$ cat config.mk
export PLATFORM = sky130hd
export DESIGN_NAME = tcore_sync_ctrl
export DESIGN_NICKNAME = d
export VERILOG_FILES = /design/src/rtl/tcs_pkg.sv /design/src/rtl/tcs_sync2.sv /design/src/rtl/tcs_master_fsm.sv /design/src/rtl/tcs_slave_fsm.sv /design/src/rtl/tcs_counters.sv /design/src/rtl/tcore_sync_ctrl.sv
export SDC_FILE = /design/constraint.sdc
export NUM_CORES = 1
export LEC_CHECK = 0
export ABC_AREA = 1
export BUFFER_PORTS_ARGS = -buffer_cell sky130_fd_sc_hd__buf_2
export CAP_MARGIN = 20
export CORE_UTILIZATION = 34
export DETAILED_ROUTE_END_ITERATION = 8
export PLACE_DENSITY = 0.65
export SYNTH_ARGS = -nofsm -noshare
export SYNTH_HDL_FRONTEND = slang
export SYNTH_HIERARCHICAL = 1
export SYNTH_SLANG_ARGS = --single-unit
$ cat constraint.sdc
create_clock -name clk -period 3.8 [get_ports clk]
set_input_delay 0.38 -clock clk [delete_from_list [all_inputs] [get_ports clk]]
set_output_delay 0.38 -clock clk [all_outputs]
set_load 0.03 [all_outputs]
$ cat src/rtl/tcs_pkg.sv
package tcs_pkg;
    typedef enum logic [0:0] {
        M_RUN  = 1'b0,
        M_SYNC = 1'b1
    } mstate_t;

    typedef enum logic [1:0] {
        S_WAIT_VD = 2'd0,
        S_WAIT_HD = 2'd1,
        S_COUNT   = 2'd2,
        S_FIRE    = 2'd3
    } sstate_t;
endpackage

$ cat src/rtl/tcs_sync2.sv
module tcs_sync2 #(
    parameter logic RST_VAL = 1'b1
) (
    input  logic clk,
    input  logic rst_n,
    input  logic d,
    output logic q
);
    logic meta;

    always_ff @(posedge clk or negedge rst_n) begin
        if (!rst_n) begin
            meta <= RST_VAL;
            q    <= RST_VAL;
        end else begin
            meta <= d;
            q    <= meta;
        end
    end
endmodule

$ cat src/rtl/tcs_master_fsm.sv
module tcs_master_fsm
    import tcs_pkg::*;
(
    input  logic clk,
    input  logic rst_n,
    input  logic en,
    input  logic pol,
    input  logic suspend,
    input  logic sync_s,
    input  logic sw_req,
    output logic rst_req,
    output logic hold
);
    mstate_t state, state_nx;
    logic    sw_pulse;
    logic    active;
    logic    req;

    // software bit: one pending pulse, cleared on the following cycle
    always_ff @(posedge clk or negedge rst_n) begin
        if (!rst_n) sw_pulse <= 1'b0;
        else        sw_pulse <= sw_req & en;
    end

    assign active = pol ? sync_s : ~sync_s;
    assign req    = en & (active | sw_pulse);

    always_comb begin
        state_nx = state;
        unique case (state)
            M_RUN:  if (req)  state_nx = M_SYNC;
            M_SYNC: if (!req) state_nx = M_RUN;
            default:          state_nx = M_RUN;
        endcase
    end

    always_ff @(posedge clk or negedge rst_n) begin
        if (!rst_n) state <= M_RUN;
        else        state <= state_nx;
    end

    always_comb begin
        rst_req = 1'b0;
        hold    = 1'b0;
        unique case (state)
            M_RUN:  ;
            M_SYNC: begin
                rst_req = 1'b1;
                hold    = suspend;
            end
            default: ;
        endcase
    end
endmodule

$ cat src/rtl/tcs_slave_fsm.sv
module tcs_slave_fsm
    import tcs_pkg::*;
#(
    parameter int LAT   = 36,
    parameter int GUARD = 5
) (
    input  logic clk,
    input  logic rst_n,
    input  logic en,
    input  logic vd_s,
    input  logic hd_s,
    output logic rst_req,
    output logic order_err
);
    localparam int LW = (LAT > 1) ? $clog2(LAT) : 1;
    localparam int AW = $clog2(GUARD + 1);
    localparam logic [LW-1:0] LAT_LAST = LW'(LAT - 1);
    localparam logic [AW-1:0] AGE_MAX  = AW'(GUARD);

    sstate_t       state, state_nx;
    logic          vd_q, hd_q;
    logic          vd_fall, hd_fall;
    logic [LW-1:0] lat_cnt;
    logic [AW-1:0] hd_age;
    logic          too_close;

    assign vd_fall   = vd_q & ~vd_s;
    assign hd_fall   = hd_q & ~hd_s;
    assign too_close = hd_age < AGE_MAX;

    always_ff @(posedge clk or negedge rst_n) begin
        if (!rst_n) begin
            vd_q      <= 1'b0;
            hd_q      <= 1'b0;
            hd_age    <= AGE_MAX;
            order_err <= 1'b0;
        end else begin
            vd_q      <= vd_s;
            hd_q      <= hd_s;
            hd_age    <= hd_fall ? '0 : ((hd_age == AGE_MAX) ? hd_age : hd_age + 1'b1);
            order_err <= en & vd_fall & ~hd_fall & too_close;
        end
    end

    always_comb begin
        state_nx = state;
        unique case (state)
            S_WAIT_VD: if (vd_fall) state_nx = hd_fall ? S_COUNT : S_WAIT_HD;
            S_WAIT_HD: if (hd_fall) state_nx = S_COUNT;
            S_COUNT:   if (lat_cnt == LAT_LAST) state_nx = S_FIRE;
            S_FIRE:    state_nx = S_WAIT_VD;
            default:   state_nx = S_WAIT_VD;
        endcase
        if (!en) state_nx = S_WAIT_VD;
    end

    always_ff @(posedge clk or negedge rst_n) begin
        if (!rst_n) begin
            state   <= S_WAIT_VD;
            lat_cnt <= '0;
        end else begin
            state   <= state_nx;
            lat_cnt <= (state == S_COUNT) ? lat_cnt + 1'b1 : '0;
        end
    end

    always_comb begin
        rst_req = 1'b0;
        unique case (state)
            S_WAIT_VD, S_WAIT_HD, S_COUNT: rst_req = 1'b0;
            S_FIRE:                        rst_req = 1'b1;
            default:                       rst_req = 1'b0;
        endcase
    end
endmodule

$ cat src/rtl/tcs_counters.sv
module tcs_counters #(
    parameter int HW = 12,
    parameter int VW = 12
) (
    input  logic          clk,
    input  logic          rst_n,
    input  logic          clr,
    input  logic [HW-1:0] line_len,
    output logic [HW-1:0] h_cnt,
    output logic [VW-1:0] v_cnt
);
    logic [HW:0] h_inc;
    logic        wrap;

    assign h_inc = {1'b0, h_cnt} + 1'b1;
    assign wrap  = h_inc >= {1'b0, line_len};

    always_ff @(posedge clk or negedge rst_n) begin
        if (!rst_n) begin
            h_cnt <= '0;
            v_cnt <= '0;
        end else if (clr) begin
            h_cnt <= '0;
            v_cnt <= '0;
        end else if (wrap) begin
            h_cnt <= '0;
            v_cnt <= v_cnt + 1'b1;
        end else begin
            h_cnt <= h_inc[HW-1:0];
        end
    end
endmodule

$ cat src/rtl/tcore_sync_ctrl.sv
module tcore_sync_ctrl #(
    parameter int HW    = 12,
    parameter int VW    = 12,
    parameter int NOUT  = 8,
    parameter int LAT   = 36,
    parameter int GUARD = 5
) (
    input  logic            clk,
    input  logic            rst_n,
    input  logic            sync_in,
    input  logic            vd_in,
    input  logic            hd_in,
    input  logic            cfg_enable,
    input  logic            cfg_master,
    input  logic            cfg_sync_pol,
    input  logic            cfg_suspend,
    input  logic            sw_sync_wr,
    input  logic [HW-1:0]   line_len,
    input  logic [NOUT-1:0] clk_src,
    input  logic [NOUT-1:0] idle_lvl,
    output logic [HW-1:0]   h_cnt,
    output logic [VW-1:0]   v_cnt,
    output logic            cnt_rst,
    output logic            out_hold,
    output logic [NOUT-1:0] clk_out,
    output logic            order_err
);
    localparam int NPIN = 3;
    localparam logic [NPIN-1:0] PIN_RST = '1;

    logic [NPIN-1:0] pin_raw, pin_s;
    logic            m_rst, s_rst;

    assign pin_raw = {hd_in, vd_in, sync_in};

    for (genvar i = 0; i < NPIN; i++) begin : g_sync
        tcs_sync2 #(.RST_VAL(PIN_RST[i])) u_sync (
            .clk   (clk),
            .rst_n (rst_n),
            .d     (pin_raw[i]),
            .q     (pin_s[i])
        );
    end

    tcs_master_fsm u_master (
        .clk     (clk),
        .rst_n   (rst_n),
        .en      (cfg_enable & cfg_master),
        .pol     (cfg_sync_pol),
        .suspend (cfg_suspend),
        .sync_s  (pin_s[0]),
        .sw_req  (sw_sync_wr),
        .rst_req (m_rst),
        .hold    (out_hold)
    );

    tcs_slave_fsm #(.LAT(LAT), .GUARD(GUARD)) u_slave (
        .clk       (clk),
        .rst_n     (rst_n),
        .en        (cfg_enable & ~cfg_master),
        .vd_s      (pin_s[1]),
        .hd_s      (pin_s[2]),
        .rst_req   (s_rst),
        .order_err (order_err)
    );

    assign cnt_rst = m_rst | s_rst;

    tcs_counters #(.HW(HW), .VW(VW)) u_cnt (
        .clk      (clk),
        .rst_n    (rst_n),
        .clr      (cnt_rst),
        .line_len (line_len),
        .h_cnt    (h_cnt),
        .v_cnt    (v_cnt)
    );

    for (genvar k = 0; k < NOUT; k++) begin : g_hold
        assign clk_out[k] = out_hold ? idle_lvl[k] : clk_src[k];
    end
endmodule

==> impl_metrics.ini <==
[clock_network]
clockBufferDepth = 2
post_cts_buffers = 0
cts_resized = 0
clk_pin_slew_ns = 0.09
clock_latency_ns = 0.30
clockRootBuffer = clkbuf_8
clock-sinks = 46
cts_tree = done
hold_buffers = 0
cts_max_level = 2
cts-buffers-inserted = 5

[power]
power.leakage_nw = 1.94
max-vdd-ir-drop_mv = 0.275
switching_share_pct = 37.3
p_comb_share_pct = 34.4
intPower_uw = 956
power.density_nw_per_um2 = 443
p_switching_uw = 570
fin_total_pwr_mw = 1.53
seq_power_share_pct = 42.0
p_clk_share_pct = 23.6

[run]
cap_viol_max_count = 0

[floorplan]
die_area_um2 = 8830
io_pins = 73
die_w_um = 94.0
die_y_um = 94.0
coreArea_um2 = 8220
start_util_pct = 35.0
placementRows = 33

[critical_path]
crit_arrival_ns = 3.00
path_max_fanout = 24
rr_worst_depth = 17
critical_path_class = reg -> reg
cp-end-kind = flip-flop
reg2reg_from = u_cnt/h_cnt[0]$_DFF_PN0_
crit_required_ns = 4.00
r2r_slack_ns = 1.0
start_kind = flip-flop
r2r_end = u_cnt/v_cnt[5]$_DFFE_PN0P_

[synth]
synth_cell_types = 30
synth_area_leaders = dfrtp_1 (33%), nand2_1 (13%), ha_1 (10%)
synthCells = 372
ys_ff_latch = 46
ys.flop_type = dfrtp_1
async_flop_share_pct = 100
synth-edff-count = 0
synth_top_area_cell = dfrtp_1
ys_seq_area_share_pct = 40.4
syn_area_per_cell_um2 = 7.73
synth_most_common_cell = nand2_1
yosysWarnings = 6
yosys-top-cells-count = nand2_1 (100), inv_1 (54), nor2_1 (39), dfrtp_1 (38), ha_1 (23)
synth_area_um2 = 2880
synth_top_area_share_pct = 33.1
syn_nets = 433

[detailed_routing]
vias_per_cell = 4.57
wl_per_cell_um = 11.3
ant_nets = 0
drcViolationCount = 0
drtPass1Iterations = 4
drt_iter0_markers = 107
vias = 2519
wirelength_mm = 6.25

[timing]
timing.final.hold_violations = 0
max_freq_ghz = 0.357
rsz0062_at_grt = no
maxSlewViolCount = 0
finClkSkew_ns = 0.00889
whs_ns = 0.0778
setup_tns_ns = 0
slew_headroom_pct = 61.3
setup_viol = 0
timing.final.crit_period_ns = 2.80
worst_pin_slew_ns = 0.581
fin_crit_sh_pct = 73.7

[placed_design]
gp_congestion = 0.797
hpwl_mm = 4.69
portBuffers = 72

[final_layout]
area_delta_synth_final_pct = 19.9
final_util_pct = 42.0
antenna_cells = 0
fill_cells = 840
nNetsFinal = 506
drive_above_1_share_pct = 26.7

[outcome]
status = finished, final reports clean

[grt]
grt_pass1_wl_mm = 11.1
grt_max_degree = 47
grt.overflow.total = 0
grt_pass1_vias = 2439
grt_usage_pct = 15.8
antenna_found_initial = 0

[hold_path]
hp-class = in -> async
==> worst max-delay path by stage <==
stage | start | to | slack [ns] | cells past startpoint
2_1_floorplan | u_cnt/h_cnt[0]$_DFF_PN0_ | u_cnt/h_cnt[0]$_DFF_PN0_ | 1.27 | 15
3_3_place_gp | u_cnt/h_cnt[2]$_DFF_PN0_ | u_cnt/v_cnt[10]$_DFFE_PN0P_ | 1.14 | 15
3_5_place_dp | u_cnt/h_cnt[0]$_DFF_PN0_ | u_cnt/v_cnt[3]$_DFFE_PN0P_ | 1.00 | 17
4_1_cts | u_cnt/h_cnt[0]$_DFF_PN0_ | u_cnt/v_cnt[9]$_DFFE_PN0P_ | 0.99 | 17
5_1_grt | u_cnt/h_cnt[0]$_DFF_PN0_ | u_cnt/v_cnt[8]$_DFFE_PN0P_ | 0.62 | 17
6_report | u_cnt/h_cnt[0]$_DFF_PN0_ | u_cnt/v_cnt[5]$_DFFE_PN0P_ | 1.0 | 17
==> metrics by stage <==
| stage | cells | setup slack (ns) | instance area, um2 |
|---|---|---|---|
| after floorplan | 372 | 1.27 | 2880 |
| after global placement | 542 | 1.14 | 3310 |
| after detailed placement | 542 | 1.00 | 3310 |
| after CTS | 550 | 0.991 | 3420 |
| after global routing | 551 | 0.622 | 3450 |
| final | 551 | 0.999 | 3450 |
==> cell usage in the layout, fill, tap and decap left out, types with 2 or more instances in the layout <==
cell        n
inv_2       4
ha_1       23
nor2_1     39
xor2_1      9
nand2_1   100
buf_2      72
clkbuf_8    5
dfstp_2     8
clkinv_2    2
inv_1      54
nor3_1      5
a21oi_1    10
and3_1      2
or2_2       2
dfrtp_1    38
nand2_2     3
nand3_1    22
nand3_2     2
xnor2_1     7
o21ai_0     7
nand4_1     7
nor2_2     16
==> final cells by class <==
cell class / instances / area (um2) / area share (%)
clock inverters: 3 / 40.0 / 1.16
inverters: 58 / 218 / 6.31
flip-flops and latches: 46 / 1160 / 33.7
multi-input cells: 261 / 1440 / 41.8
well taps: 105 / 131 / 3.81
repair buffers: 73 / 388 / 11.2
clock buffers: 5 / 68.8 / 2.00
==> logic make-up (layout without fill, tap and decap cells) <==
| family | after synthesis | after routing | synth area share [%] |
|---|---|---|---|
| and+or+nand+nor | 202 | 202 | 31.5 |
| buffers and inverters | 65 | 139 | 9.49 |
| DFF | 46 | 46 | 40.4 |
| adders and majority gates | 23 | 23 | 10.0 |
| AOI/OAI and AO/OA | 20 | 20 | 3.70 |
| xor gates and xnor gates | 16 | 16 | 4.87 |
==> registers in the layout, indices dropped and copies added, names as in the netlist <==
| signal | flops |
|---|---|
| u_cnt/h_cnt | 12 |
| u_cnt/v_cnt | 12 |
| u_slave/lat_cnt | 6 |
| g_sync.u_sync/meta | 3 |
| g_sync.u_sync/q | 3 |
| u_slave/hd_age | 3 |
| u_slave/state | 2 |
| u_master/state | 1 |
| u_master/sw_pulse | 1 |
| u_slave/hd_q | 1 |
| u_slave/order_err | 1 |
| u_slave/vd_q | 1 |
==> critical path, stage by stage (launching register included) <==
cell and delay [ns]:
dfrtp_1 0.45, ha_1 0.22, inv_1 0.05, nor2_2 0.18
nand2_1 0.09, xor2_1 0.21, inv_1 0.07, ha_1 0.31
nand2_1 0.08, inv_1 0.04, nand2_1 0.06, nand2_1 0.04
nor2_1 0.10, nor2_1 0.07, nor2_4 0.26, nand2_4 0.28
nand2_1 0.14, nand2_1 0.06
==> metal layers <==
layer / vias to the layer above / track usage [%] / part of all wire, %
met1: 1178 / 20.2 / 46
met5: - / 0 / 0
met3: 5 / 2.83 / 4.2
met2: 46 / 27.1 / 49
li1: 1290 / - / -
met4: 0 / 4.62 / 0.82
==> power by group through the flow <==
stage | combinational, mW | clock [mW] | sequential (mW)
CTS | 0.527 | 0.378 | 0.643
global route | 0.601 | 0.399 | 0.656
finish | 0.524 | 0.361 | 0.641
detailed placement | 0.525 | 0 | 0.651
floorplan | 0.307 | 0 | 0.717
global placement | 0.513 | 0 | 0.648
Power figures use the tool's default switching activity.
